`config.mk`:
```
export PLATFORM = sky130hd
export DESIGN_NAME = tbcap_unit
export DESIGN_NICKNAME = d
export VERILOG_FILES = /design/src/rtl/tbcap_pkg.sv /design/src/rtl/tbcap_sync.sv /design/src/rtl/tbcap_edge.sv /design/src/rtl/tbcap_capreg.sv /design/src/rtl/tbcap_ctrl.sv /design/src/rtl/tbcap_unit.sv
export SDC_FILE = /design/constraint.sdc
export NUM_CORES = 1
export LEC_CHECK = 0
export CORE_UTILIZATION = 40
export CTS_CLUSTER_DIAMETER = 40
export CTS_CLUSTER_SIZE = 16
export DETAILED_ROUTE_END_ITERATION = 16
export DONT_BUFFER_PORTS = 1
export GPL_TIMING_DRIVEN = 0
export PLACE_DENSITY = 0.62
export SLEW_MARGIN = 20
export SYNTH_ARGS = -nofsm -noshare
export SYNTH_HDL_FRONTEND = slang
export SYNTH_SLANG_ARGS = --single-unit
```
`constraint.sdc`:
```
create_clock -name clk -period 1.8 [get_ports clk]
set_input_delay 0.36 -clock clk [delete_from_list [all_inputs] [get_ports clk]]
set_output_delay 0.36 -clock clk [all_outputs]
set_load 0.1 [all_outputs]
```
`src/rtl/tbcap_pkg.sv`:
```
package tbcap_pkg;
  localparam int unsigned NCH_DEF  = 2;
  localparam int unsigned TAPW_DEF = 4;

  // bias encoding held in the control register
  typedef enum logic {
    BIAS_PULLDOWN = 1'b0,
    BIAS_PULLUP   = 1'b1
  } bias_e;

  function automatic int unsigned max2(input int unsigned a, input int unsigned b);
    return (a > b) ? a : b;
  endfunction
endpackage

```
`src/rtl/tbcap_sync.sv`:
```
module tbcap_sync #(
  parameter int unsigned W = 2
) (
  input  logic         clk,
  input  logic         rst_n,
  input  logic [W-1:0] async_in,
  output logic [W-1:0] sync_out
);
  logic [W-1:0] meta_q;
  logic [W-1:0] stab_q;

  always_ff @(posedge clk or negedge rst_n) begin
    if (!rst_n) begin
      meta_q <= '0;
      stab_q <= '0;
    end else begin
      meta_q <= async_in;
      stab_q <= meta_q;
    end
  end

  assign sync_out = stab_q;
endmodule

```
`src/rtl/tbcap_edge.sv`:
```
module tbcap_edge (
  input  logic clk,
  input  logic rst_n,
  input  logic samp_tick,
  input  logic pin_s,
  input  logic bias_up,
  output logic hit
);
  logic lvl_q;
  logic rise;
  logic fall;

  // level seen at the previous sampling strobe; tracks even when disabled
  always_ff @(posedge clk or negedge rst_n) begin
    if (!rst_n)         lvl_q <= 1'b0;
    else if (samp_tick) lvl_q <= pin_s;
  end

  always_comb begin
    rise = pin_s & ~lvl_q;
    fall = ~pin_s & lvl_q;
    hit  = samp_tick & (bias_up ? fall : rise);
  end
endmodule

```
`src/rtl/tbcap_capreg.sv`:
```
module tbcap_capreg #(
  parameter int unsigned TAPW = 4
) (
  input  logic            clk,
  input  logic            rst_n,
  input  logic            load,
  input  logic [TAPW-1:0] taps,
  output logic [TAPW-1:0] value
);
  always_ff @(posedge clk or negedge rst_n) begin
    if (!rst_n)    value <= '0;
    else if (load) value <= taps;
  end
endmodule

```
`src/rtl/tbcap_ctrl.sv`:
```
module tbcap_ctrl #(
  parameter int unsigned NCH = 2,
  localparam int unsigned CW = 3 * NCH
) (
  input  logic           clk,
  input  logic           rst_n,
  input  logic           wr_ctrl,
  input  logic [CW-1:0]  wdata,
  input  logic [NCH-1:0] set_done,
  output logic [NCH-1:0] en_q,
  output logic [NCH-1:0] bias_q,
  output logic [NCH-1:0] done_q,
  output logic           irq
);
  localparam int unsigned EN_LO   = 0;
  localparam int unsigned BIAS_LO = NCH;
  localparam int unsigned DONE_LO = 2 * NCH;

  always_ff @(posedge clk or negedge rst_n) begin
    if (!rst_n) begin
      en_q   <= '0;
      bias_q <= '0;
    end else if (wr_ctrl) begin
      en_q   <= wdata[EN_LO +: NCH];
      bias_q <= wdata[BIAS_LO +: NCH];
    end
  end

  for (genvar c = 0; c < NCH; c++) begin : g_flag
    always_ff @(posedge clk or negedge rst_n) begin
      if (!rst_n)                          done_q[c] <= 1'b0;
      else if (set_done[c])                done_q[c] <= 1'b1;
      else if (wr_ctrl && wdata[DONE_LO+c]) done_q[c] <= 1'b0;
    end
  end

  assign irq = |(done_q & en_q);
endmodule

```
`src/rtl/tbcap_unit.sv`:
```
module tbcap_unit
  import tbcap_pkg::*;
#(
  parameter int unsigned NCH  = NCH_DEF,
  parameter int unsigned TAPW = TAPW_DEF,
  localparam int unsigned CW  = 3 * NCH,
  localparam int unsigned DW  = max2(CW, TAPW),
  localparam int unsigned AW  = $clog2(NCH + 1)
) (
  input  logic            clk,
  input  logic            rst_n,
  input  logic            samp_tick,
  input  logic [TAPW-1:0] tb_taps,
  input  logic [NCH-1:0]  trig_pin,
  input  logic            bus_wr,
  input  logic [AW-1:0]   bus_addr,
  input  logic [DW-1:0]   bus_wdata,
  output logic [DW-1:0]   bus_rdata,
  output logic            irq
);
  logic [NCH-1:0]           pin_s;
  logic [NCH-1:0]           hit;
  logic [NCH-1:0]           en_q;
  logic [NCH-1:0]           bias_q;
  logic [NCH-1:0]           done_q;
  logic [NCH-1:0][TAPW-1:0] cap_q;
  logic                     wr_ctrl;

  assign wr_ctrl = bus_wr && (bus_addr == '0);

  tbcap_sync #(.W(NCH)) u_sync (
    .clk      (clk),
    .rst_n    (rst_n),
    .async_in (trig_pin),
    .sync_out (pin_s)
  );

  for (genvar c = 0; c < NCH; c++) begin : g_ch
    tbcap_edge u_edge (
      .clk       (clk),
      .rst_n     (rst_n),
      .samp_tick (samp_tick),
      .pin_s     (pin_s[c]),
      .bias_up   (bias_q[c] == BIAS_PULLUP),
      .hit       (hit[c])
    );

    tbcap_capreg #(.TAPW(TAPW)) u_cap (
      .clk   (clk),
      .rst_n (rst_n),
      .load  (hit[c] & en_q[c]),
      .taps  (tb_taps),
      .value (cap_q[c])
    );
  end

  tbcap_ctrl #(.NCH(NCH)) u_ctrl (
    .clk      (clk),
    .rst_n    (rst_n),
    .wr_ctrl  (wr_ctrl),
    .wdata    (bus_wdata[CW-1:0]),
    .set_done (hit & en_q),
    .en_q     (en_q),
    .bias_q   (bias_q),
    .done_q   (done_q),
    .irq      (irq)
  );

  always_comb begin
    bus_rdata = '0;
    if (bus_addr == '0) begin
      bus_rdata[CW-1:0] = {done_q, bias_q, en_q};
    end else begin
      for (int c = 0; c < NCH; c++) begin
        if (int'(bus_addr) == c + 1) bus_rdata[TAPW-1:0] = cap_q[c];
      end
    end
  end
endmodule

```
* After elaboration in Yosys (flattened, before gate mapping)
Cells that the tools add are included.
** Operators by class
- Add/sub/neg operators :: 0
- Multipliers :: 0
- Div/mod/pow operators :: 0
- Magnitude comparators :: 0
- Eq/ne operators :: 2
- Shifts and indexed selects :: 0
- Multiplexer cells :: 10
- Bitwise logic cells :: 14
- Reductions and logical operators :: 7
** Operators with widths (count)
- 4-bit two-way mux :: 3
- 1-bit AND :: 8
- 1-bit two-way mux :: 6
- 2-bit AND :: 2
- 2-bit equality test (second input constant) :: 2
- 1-bit inverter :: 4
- 2-bit nonzero test :: 2
- 1-bit logical AND :: 3
- 2-bit logical NOT :: 1
- 2-bit two-way mux :: 1
- 2-bit OR reduction :: 1
** Word-level totals
- Flip-flop bits (word level) :: 20
- Bits in latches :: 0
- Bits in writable memories :: 0
- Memory bits (read-only) :: 0
- Memories :: 0

* Depth between registers and ports, before layout
Gate-level depths: netlist (run 1).
- Word-level depth :: 6
- Depth in mapped cells :: 6
- Depth with buffers taken out :: 4

* Cells and area by module
Synthesis (run 1) repeated with hierarchy kept, for this count alone.
** Second synthesis, totals
- Cells, all modules :: 61
- Area, all modules :: 879.6 sq um
** Modules (own cells, without submodules)
- tbcap_capreg :: instances 2, cells an instance 8, area each 145.1 sq um, sequential area each 100.1 sq um
- tbcap_ctrl :: instances 1, cells an instance 15, area each 226.5 sq um, sequential area each 150.1 sq um
- tbcap_unit :: instances 1, cells an instance 16, area each 135.1 sq um, sequential area each 0.0 sq um
- tbcap_edge :: instances 2, cells an instance 5, area each 63.8 sq um, sequential area each 25.0 sq um
- tbcap_sync :: instances 1, cells an instance 4, area each 100.1 sq um, sequential area each 100.1 sq um

* Least setup slack after synthesis (run 1)
OpenSTA, ideal clock, no wires.
- Path type :: input to output
- From :: in bus_addr[0]
- To :: out bus_rdata[1]
- Arrival :: 2.735 ns
- Slack :: -1.295 ns
- Stages :: 3
- Cells stage by stage :: buf_2 mux2i_1 o21ai_0
** On the way
- Word-level cells in the longest chain between the ends :: 4
** Ends and longest elaborated chain
- start: declaration :: line tbcap_unit.sv:16 : input logic [AW-1:0] bus_addr,
- 2-bit equality test :: line tbcap_unit.sv:75 : if (int'(bus_addr) == c + 1) bus_rdata[TAPW-1:0] = cap_q[c];
- 4-bit two-way mux (2 in series) :: line tbcap_unit.sv:75
- 4-bit two-way mux (*) :: line tbcap_unit.sv:71 : if (bus_addr == '0) begin
- end: declaration :: line tbcap_unit.sv:18 : output logic [DW-1:0] bus_rdata,
Every way passes the cells marked *; elsewhere a longest branch is shown, timed or not.

* Worst setup path after layout (run 1)
- From :: reg u_ctrl.bias_q[0]
- To :: out bus_rdata[2]
** On the way
- Word-level cells in the longest chain between the ends :: 1
** Ends and longest elaborated chain
- start: declaration :: line tbcap_ctrl.sv:11 : output logic [NCH-1:0] bias_q,
- start signal: assignment :: line tbcap_ctrl.sv:25 : bias_q <= wdata[BIAS_LO +: NCH];
- 4-bit two-way mux :: line tbcap_unit.sv:71
No other way between the ends.

==> results of run 1 <==
==> state kept, by name, indices dropped and copies added, names as in the netlist <==
| signal | flops |
|---|---|
| u_sync.meta_q | 2 |
| u_ctrl.bias_q | 2 |
| u_sync.sync_out | 2 |
| g_ch.u_edge.lvl_q | 2 |
| g_ch.u_cap.value | 8 |
| u_ctrl.en_q | 2 |
| u_ctrl.done_q | 2 |
==> cell usage after synthesis (all sizes together) <==
library cell / number / share of area (%)
a211oi: 1 / 0.74
o21ai: 6 / 3.0
a21oi: 8 / 4.3
mux2i: 4 / 4.0
a32o: 1 / 0.99
or3b: 1 / 0.86
buf: 5 / 3.3
dfrtp: 20 / 49
or3: 1 / 0.62
nor2b: 1 / 0.62
nand3b: 2 / 1.5
a21o: 1 / 0.74
nand2: 9 / 3.6
a22o: 1 / 0.86
o22ai: 12 / 7.4
nor2: 2 / 0.74
and2: 3 / 1.9
inv: 1 / 0.37
mux2: 7 / 7.8
nand4b: 2 / 1.7
nand2b: 2 / 1.2
o22a: 4 / 3.5
or4b: 1 / 0.99
==> worst register-to-register path: stages, from the launching register on <==
cell and delay [ns]:
dfrtp_1 0.39, buf_6 0.13, or3b_1 0.38, a21oi_2 0.26
mux2_1 0.35
==> layer usage <==
layer  track usage (%)  share of wire, %
met1              24.7                48
met2              25.5                45
met3              2.90               4.2
met4              12.7               3.2
met5                 0                 0
==> per-stage QoR <==
stage / setup TNS, ns / instances / total power, W / instance area [um^2] / worst slack [ns]
floorplan: 0 / 95 / 0.00125 / 1060 / 0.0533
global placement: -0.123 / 123 / 0.00130 / 1090 / -0.0628
detailed placement: -0.151 / 123 / 0.00132 / 1090 / -0.0773
CTS: -0.0199 / 129 / 0.00159 / 1170 / -0.0113
global route: -0.0671 / 135 / 0.00175 / 1220 / -0.0341
finish: 0 / 135 / 0.00165 / 1220 / 0.0274
==> what timing repair did <==
item,CTS,global route
setup endpoints to repair,7,4
gates resized for setup,9,1
endpoints found under the hold margin,20,0
hold buffers,1,0
buffers inserted,2,6
pin swaps,3,4
==> layout make-up <==
cell class / instances / area [um^2] / share of cell area (%)
multi-input combinational: 69 / 549 / 44.9
sequential: 20 / 502 / 41.0
timing repair buffer: 9 / 70.1 / 5.73
buffer: 5 / 40.0 / 3.28
tap: 28 / 35.0 / 2.87
clock buffer: 3 / 22.5 / 1.84
inverter: 1 / 3.75 / 0.307
==> where the power goes <==
part / internal (W) / switching, W
clock network: 0.0000778 / 0.000133
registers: 0.000566 / 0.0000985
logic: 0.000280 / 0.000500
==> cells by family after synthesis <==
group	Yosys count	synth area share [%]
mux	11	11.7
simple gates	24	13.7
compound gates	34	21.5
flops	20	49.4
buf+inv	6	3.70
==> worst max-delay path by stage <==
stage | from | end | slack, ns | depth (start not counted)
global placement | bus_addr[0] | bus_rdata[5] | -0.06 | 3
finish | u_ctrl.bias_q[0] | bus_rdata[2] | 0.03 | 3
global route | u_ctrl.bias_q[0] | bus_rdata[2] | -0.03 | 3
detailed placement | bus_addr[0] | bus_rdata[4] | -0.08 | 3
CTS | u_ctrl.bias_q[1] | bus_rdata[3] | -0.01 | 3
floorplan | bus_addr[0] | bus_rdata[4] | 0.05 | 3
==> results.md, run 1 <==
* Vias in the first global route at 740
* Final Net Count at 127
* CTS tree: done
* # H-tree levels at 1
* Post-Route WL at 2140 um
* Register bit total from synthesis at 20
* FF-to-FF setup slack at 0.18 ns
* Congestion Overflow GR at 0
* CP Buf/Inv Count at 1
* FP Rows at 17
* VDD IR max at 0.882 mV
* Vias per inst at 5.99
* Hold WS at 0.0815 ns
* Layout Skew at 0.00120 ns
* Worst hold path type: in2reg
* Largest net degree at the start of global routing at 21
* RSZ-0062 raised after global routing: true
* Hold EP: u_sync.meta_q[0]
* Filler Cells Inserted at 215
* Hold Path Stages at 0
* Hold Vio Cnt, Final at 0
* First-pass GRT wire length at 3500 um
* Synthesized Nets at 113
* Core area at 2300 um^2
* Most frequent cells in the layout: dfrtp_1 (19), o22ai_1 (12), buf_4 (9)
* Achievable clock frequency at 564 MHz
* Reg-to-reg endpoint: g_ch[0].u_cap.value[3]
* Rel. slew slack at 41.3%
* CP cell instances: buf_6, mux2i_4, o21ai_4
* CP delay by family, top: compound AO/OA/AOI/OAI gates
* Startpoint Class: flop
* Netlist cell types at 28
* Clock sink total at 20
* Post-Syn Area per Cell at 10.7 um^2
* Hold Startpoint: trig_pin[0]
* Reg clk slew, reported paths at 0.11 ns
* Clk_lat worst skew at 0.29 ns
* Drt drc at 0
* CTS buffer count at 3
* Worst R2R Path Depth at 4
* Vias at 809
* CP Data Required Time at 1.44 ns
* Average routed wire per standard cell at 15.8 um
* Final antenna-violating net count at 0
* Worst reg2reg startpoint: u_ctrl.bias_q[0]
* PD cells at 1350 nW/um^2
* Setup CP Type: reg2out
* Crit end category: output port
* CTS root buf: clkbuf_4
* CP max stage cell: o21ai_4
* Post-DP HPWL at 1520 um
* Final setup viols at 0
* Clk buf depth at 2
* Tmin final at 1.77 ns
* CP Data Arrival Time at 1.41 ns
* GR Util All Layers at 18.0%
* Period utilization at 98.5%
* Die width at 52.3 um
* CP Max Fanout at 4
* Largest stage delay, worst path at 0.58 ns
* Die span in y at 52.3 um
* Slew Limit Fails at 0
* Worst-Margin Slew at 0.878 ns
* Sequential area share after synthesis at 49.4%
* Layout cells sized above 1 at 27.1%
* DIE AREA at 2740 um^2
* GPL Wtd Cong at 0.796
* Status: finished, final reports clean
* Drt first pass iters at 5
* Ant. Diodes at 0
* Core Util, Final at 53.2%
* Initial core utilization at 44.1%
* Area grow syn2layout at 20.6%
* Post-Synthesis Cells at 95
* Antenna violations before repair at 0
* Port Buffers at 0
* Synth warnings at 0
* First DRT Iteration DRCs at 16
* Synthesized area at 1010 um^2
* I/O Pins at 25
* Max-cap check violation count at 0
* Lkg Pwr at 0.494 nW
* Commonest non-fill, non-tap cell in the layout: dfrtp_1
Power figures use the tool's default switching activity.
==> run 2: changes to the inputs <==
--- a/config.mk
+++ b/config.mk
@@ -5,6 +5,7 @@
 export SDC_FILE = /design/constraint.sdc
 export NUM_CORES = 1
 export LEC_CHECK = 0
+export CORE_MARGIN = 2
 export CORE_UTILIZATION = 40
 export CTS_CLUSTER_DIAMETER = 40
 export CTS_CLUSTER_SIZE = 16
==> run 2 against run 1 <==
  * Non-clock buffer count fell by 1
  * Routed wire length rose by 1.9%
  * Utilization fell by 3.1 points
  * Combinational power fell by 4.5%
  * Fmax fell by 1.6%
  * The run now ends with setup timing left
  * Clock-buffer cell count did not move
  * Worst hold slack got worse by 0.013 ns
  * Critical endpoint unchanged
  * Critical path depth did not move
  * Largest power group unchanged
==> results.md, run 2 (synthesis results as in run 1) <==
* Hold Vio Cnt, Final at 0 (unchanged)
* CP Buf/Inv Count at 1 (unchanged)
* VDD IR max at 0.850 mV (-3.7%)
* Most frequent cells in the layout: dfrtp_1 (19), o22ai_1 (12), nand2_1 (8), buf_4 (8)
* Area grow syn2layout at 20.4%
* Die width at 54.3 um (+3.8%)
* First-pass GRT wire length at 3280 um (-6.3%)
* Tmin final at 1.80 ns (+0.0294 ns)
* DIE AREA at 2950 um^2 (+7.8%)
* Core Util, Final at 50.2% (-3.1 points)
* Core area at 2430 um^2 (+5.9%)
* Max-cap check violation count at 0 (unchanged)
* CP max stage cell: o21ai_4
* Setup CP Type: reg2out
* Reg clk slew, reported paths at 0.12 ns (about the same)
* Setup TNS at -0.00204 ns (-0.00204 ns)
* Drt first pass iters at 4 (-1)
* Cells after DPL at 125 (+1.6%)
* Slew Limit Fails at 0 (unchanged)
* RSZ-0062 raised after global routing: true
* Vias in the first global route at 705 (-4.7%)
* Worst reg2reg startpoint: u_ctrl.bias_q[0]
* # H-tree levels at 1 (unchanged)
* Worst setup margin at -0.00204 ns (-0.0294 ns)
* CTS tree: done
* Post-Route WL at 2180 um (+1.9%)
* Filler Cells Inserted at 242 (+13%)
* Internal power at 0.000901 W (-2.4%)
* Lkg Pwr at 0.487 nW (-1.5%)
* Antenna violations before repair at 0 (unchanged)
* Clock sink total at 20 (unchanged)
* Ant. Diodes at 0 (unchanged)
* Port Buffers at 0 (unchanged)
* Reg-to-reg endpoint: g_ch[0].u_cap.value[3]
* Crit end category: output port
* Vias per inst at 5.84 (-2.6%)
* First DRT Iteration DRCs at 9 (-7)
* Rel. slew slack at 37.3% (-4.0 points)
* CP Data Required Time at 1.44 ns (about the same)
* Layout Cells excl Fill at 136 (+0.74%)
* Clock share of power at 13.2% (+0.5 points)
* Layout cells sized above 1 at 27.4% (+0.26 points)
* Largest net degree at the start of global routing at 21 (unchanged)
* Final antenna-violating net count at 0 (unchanged)
* Worst setup path start: u_ctrl.bias_q[0]
* Overall Power at 0.00163 W (-1.3%)
* Clk buf depth at 2 (unchanged)
* GPL Wtd Cong at 0.804 (+1.0%)
* Die span in y at 54.3 um (+3.8%)
* Hold EP: u_sync.meta_q[0]
* Worst hold path type: in2reg
* Drt drc at 0 (unchanged)
* Combinational share of power at 45.6% (-1.5 points)
* CP Data Arrival Time at 1.44 ns (+0.03 ns)
* CP cell instances: buf_6, mux2i_4, o21ai_4
* CP Max Fanout at 8 (+4)
* Worst-Margin Slew at 0.938 ns (+0.0593 ns)
* Commonest non-fill, non-tap cell in the layout: dfrtp_1
* FP Rows at 18 (+1)
* Final Net Count at 126 (-0.79%)
* CP delay by family, top: compound AO/OA/AOI/OAI gates
* Layout Skew at 0.0117 ns (+0.0104 ns)
* Clk_lat worst skew at 0.30 ns (about the same)
* Status: finished with violations
* Final setup viols at 1 (+1)
* CTS root buf: clkbuf_4
* Startpoint Class: flop
* FF-to-FF setup slack at 0.07 ns (-0.11 ns)
* Largest Register: g_ch.u_cap.value
* Seq pwr share at 41.2% (+1.0 points)
* Congestion Overflow GR at 0 (unchanged)
* CTS buffer count at 3 (unchanged)
* Hold Path Stages at 0 (unchanged)
* Initial core utilization at 41.7% (-2.5 points)
* Average routed wire per standard cell at 16.0 um (+1.1%)
* Worst R2R Path Depth at 5 (+1)
* Psw at 0.000731 W (about the same)
* Period utilization at 100% (+1.6 points)
* PD cells at 1340 nW/um^2 (-1.1%)
* I/O Pins at 25 (unchanged)
* Vias at 794 (-1.9%)
* Largest stage delay, worst path at 0.58 ns (about the same)
* Switch share at 44.8% (+0.58 points)
* Achievable clock frequency at 555 MHz (-1.6%)
* Violated checks: setup timing
* GR Util All Layers at 15.7% (-2.3 points)
* Post-DP HPWL at 1530 um (+0.45%)
* Max FFs per register at 8 (unchanged)
* Pre-CTS WS at -0.0960 ns (-0.0187 ns)
* Hold Startpoint: trig_pin[0]
## run 2: changes by cell type in the layout (fill, tap and decap cells not counted)
cell and change:
mux2i_2 +2, a21oi_2 -1, a21oi_4 +1, buf_4 -1, mux2i_1 -1, mux2i_4 -1
## run 2: how the worst max path moves through the flow
| stage | endpoint | slack [ns] | depth (start not counted) |
|---|---|---|---|
| floorplan | bus_rdata[4] | 0.05 | 3 |
| global placement | bus_rdata[4] | -0.10 | 3 |
| detailed placement | bus_rdata[4] | -0.1 | 3 |
| CTS | bus_rdata[3] | -0.04 | 3 |
| global route | bus_rdata[2] | -0.06 | 3 |
| finish | bus_rdata[2] | -0.002 | 3 |
## run 2: timing repair
action | 4_1_cts | 5_1_grt
pin swaps | 3 | 4
setup endpoints to repair | 7 | 4
setup buffers | 2 | 5
hold buffers | 1 | 0
endpoints found under the hold margin | 20 | 0
resized for setup | 7 | 4
## run 2: power groups by stage
stage	Clock (W)	Combinational [W]	Sequential [W]
4_1_cts	0.000219	0.000698	0.000664
3_5_place_dp	0	0.000644	0.000678
6_report	0.000216	0.000744	0.000672
3_3_place_gp	0	0.000633	0.000674
5_1_grt	0.000242	0.000784	0.000691
2_1_floorplan	0	0.000603	0.000644
## run 2: area by class of cell
cell class	count	area, um^2	share of cell area (%)
Multi-Input combinational cell	69	552	45.2
Sequential cell	20	502	41.1
Timing Repair Buffer	8	62.6	5.13
Buffer	5	40.0	3.28
Tap cell	30	37.5	3.08
Clock buffer	3	22.5	1.85
Inverter	1	3.75	0.308
## run 2: stage by stage
| stage | hold WS [ns] | instance area (um^2) |
|---|---|---|
| global placement | 0.0650 | 1100 |
| finish | 0.0688 | 1220 |
| CTS | 0.0710 | 1160 |
| detailed placement | 0.0650 | 1100 |
| floorplan | 0.0644 | 1060 |
| global route | 0.0472 | 1220 |
## run 2: layer usage
metal	share of wire, %	vias up	global-route usage (%)
met5	0	-	0
met4	0.78	0	5.00
met3	5.4	2	3.01
met2	45	26	22.1
met1	49	378	24.1
li1	-	388	-
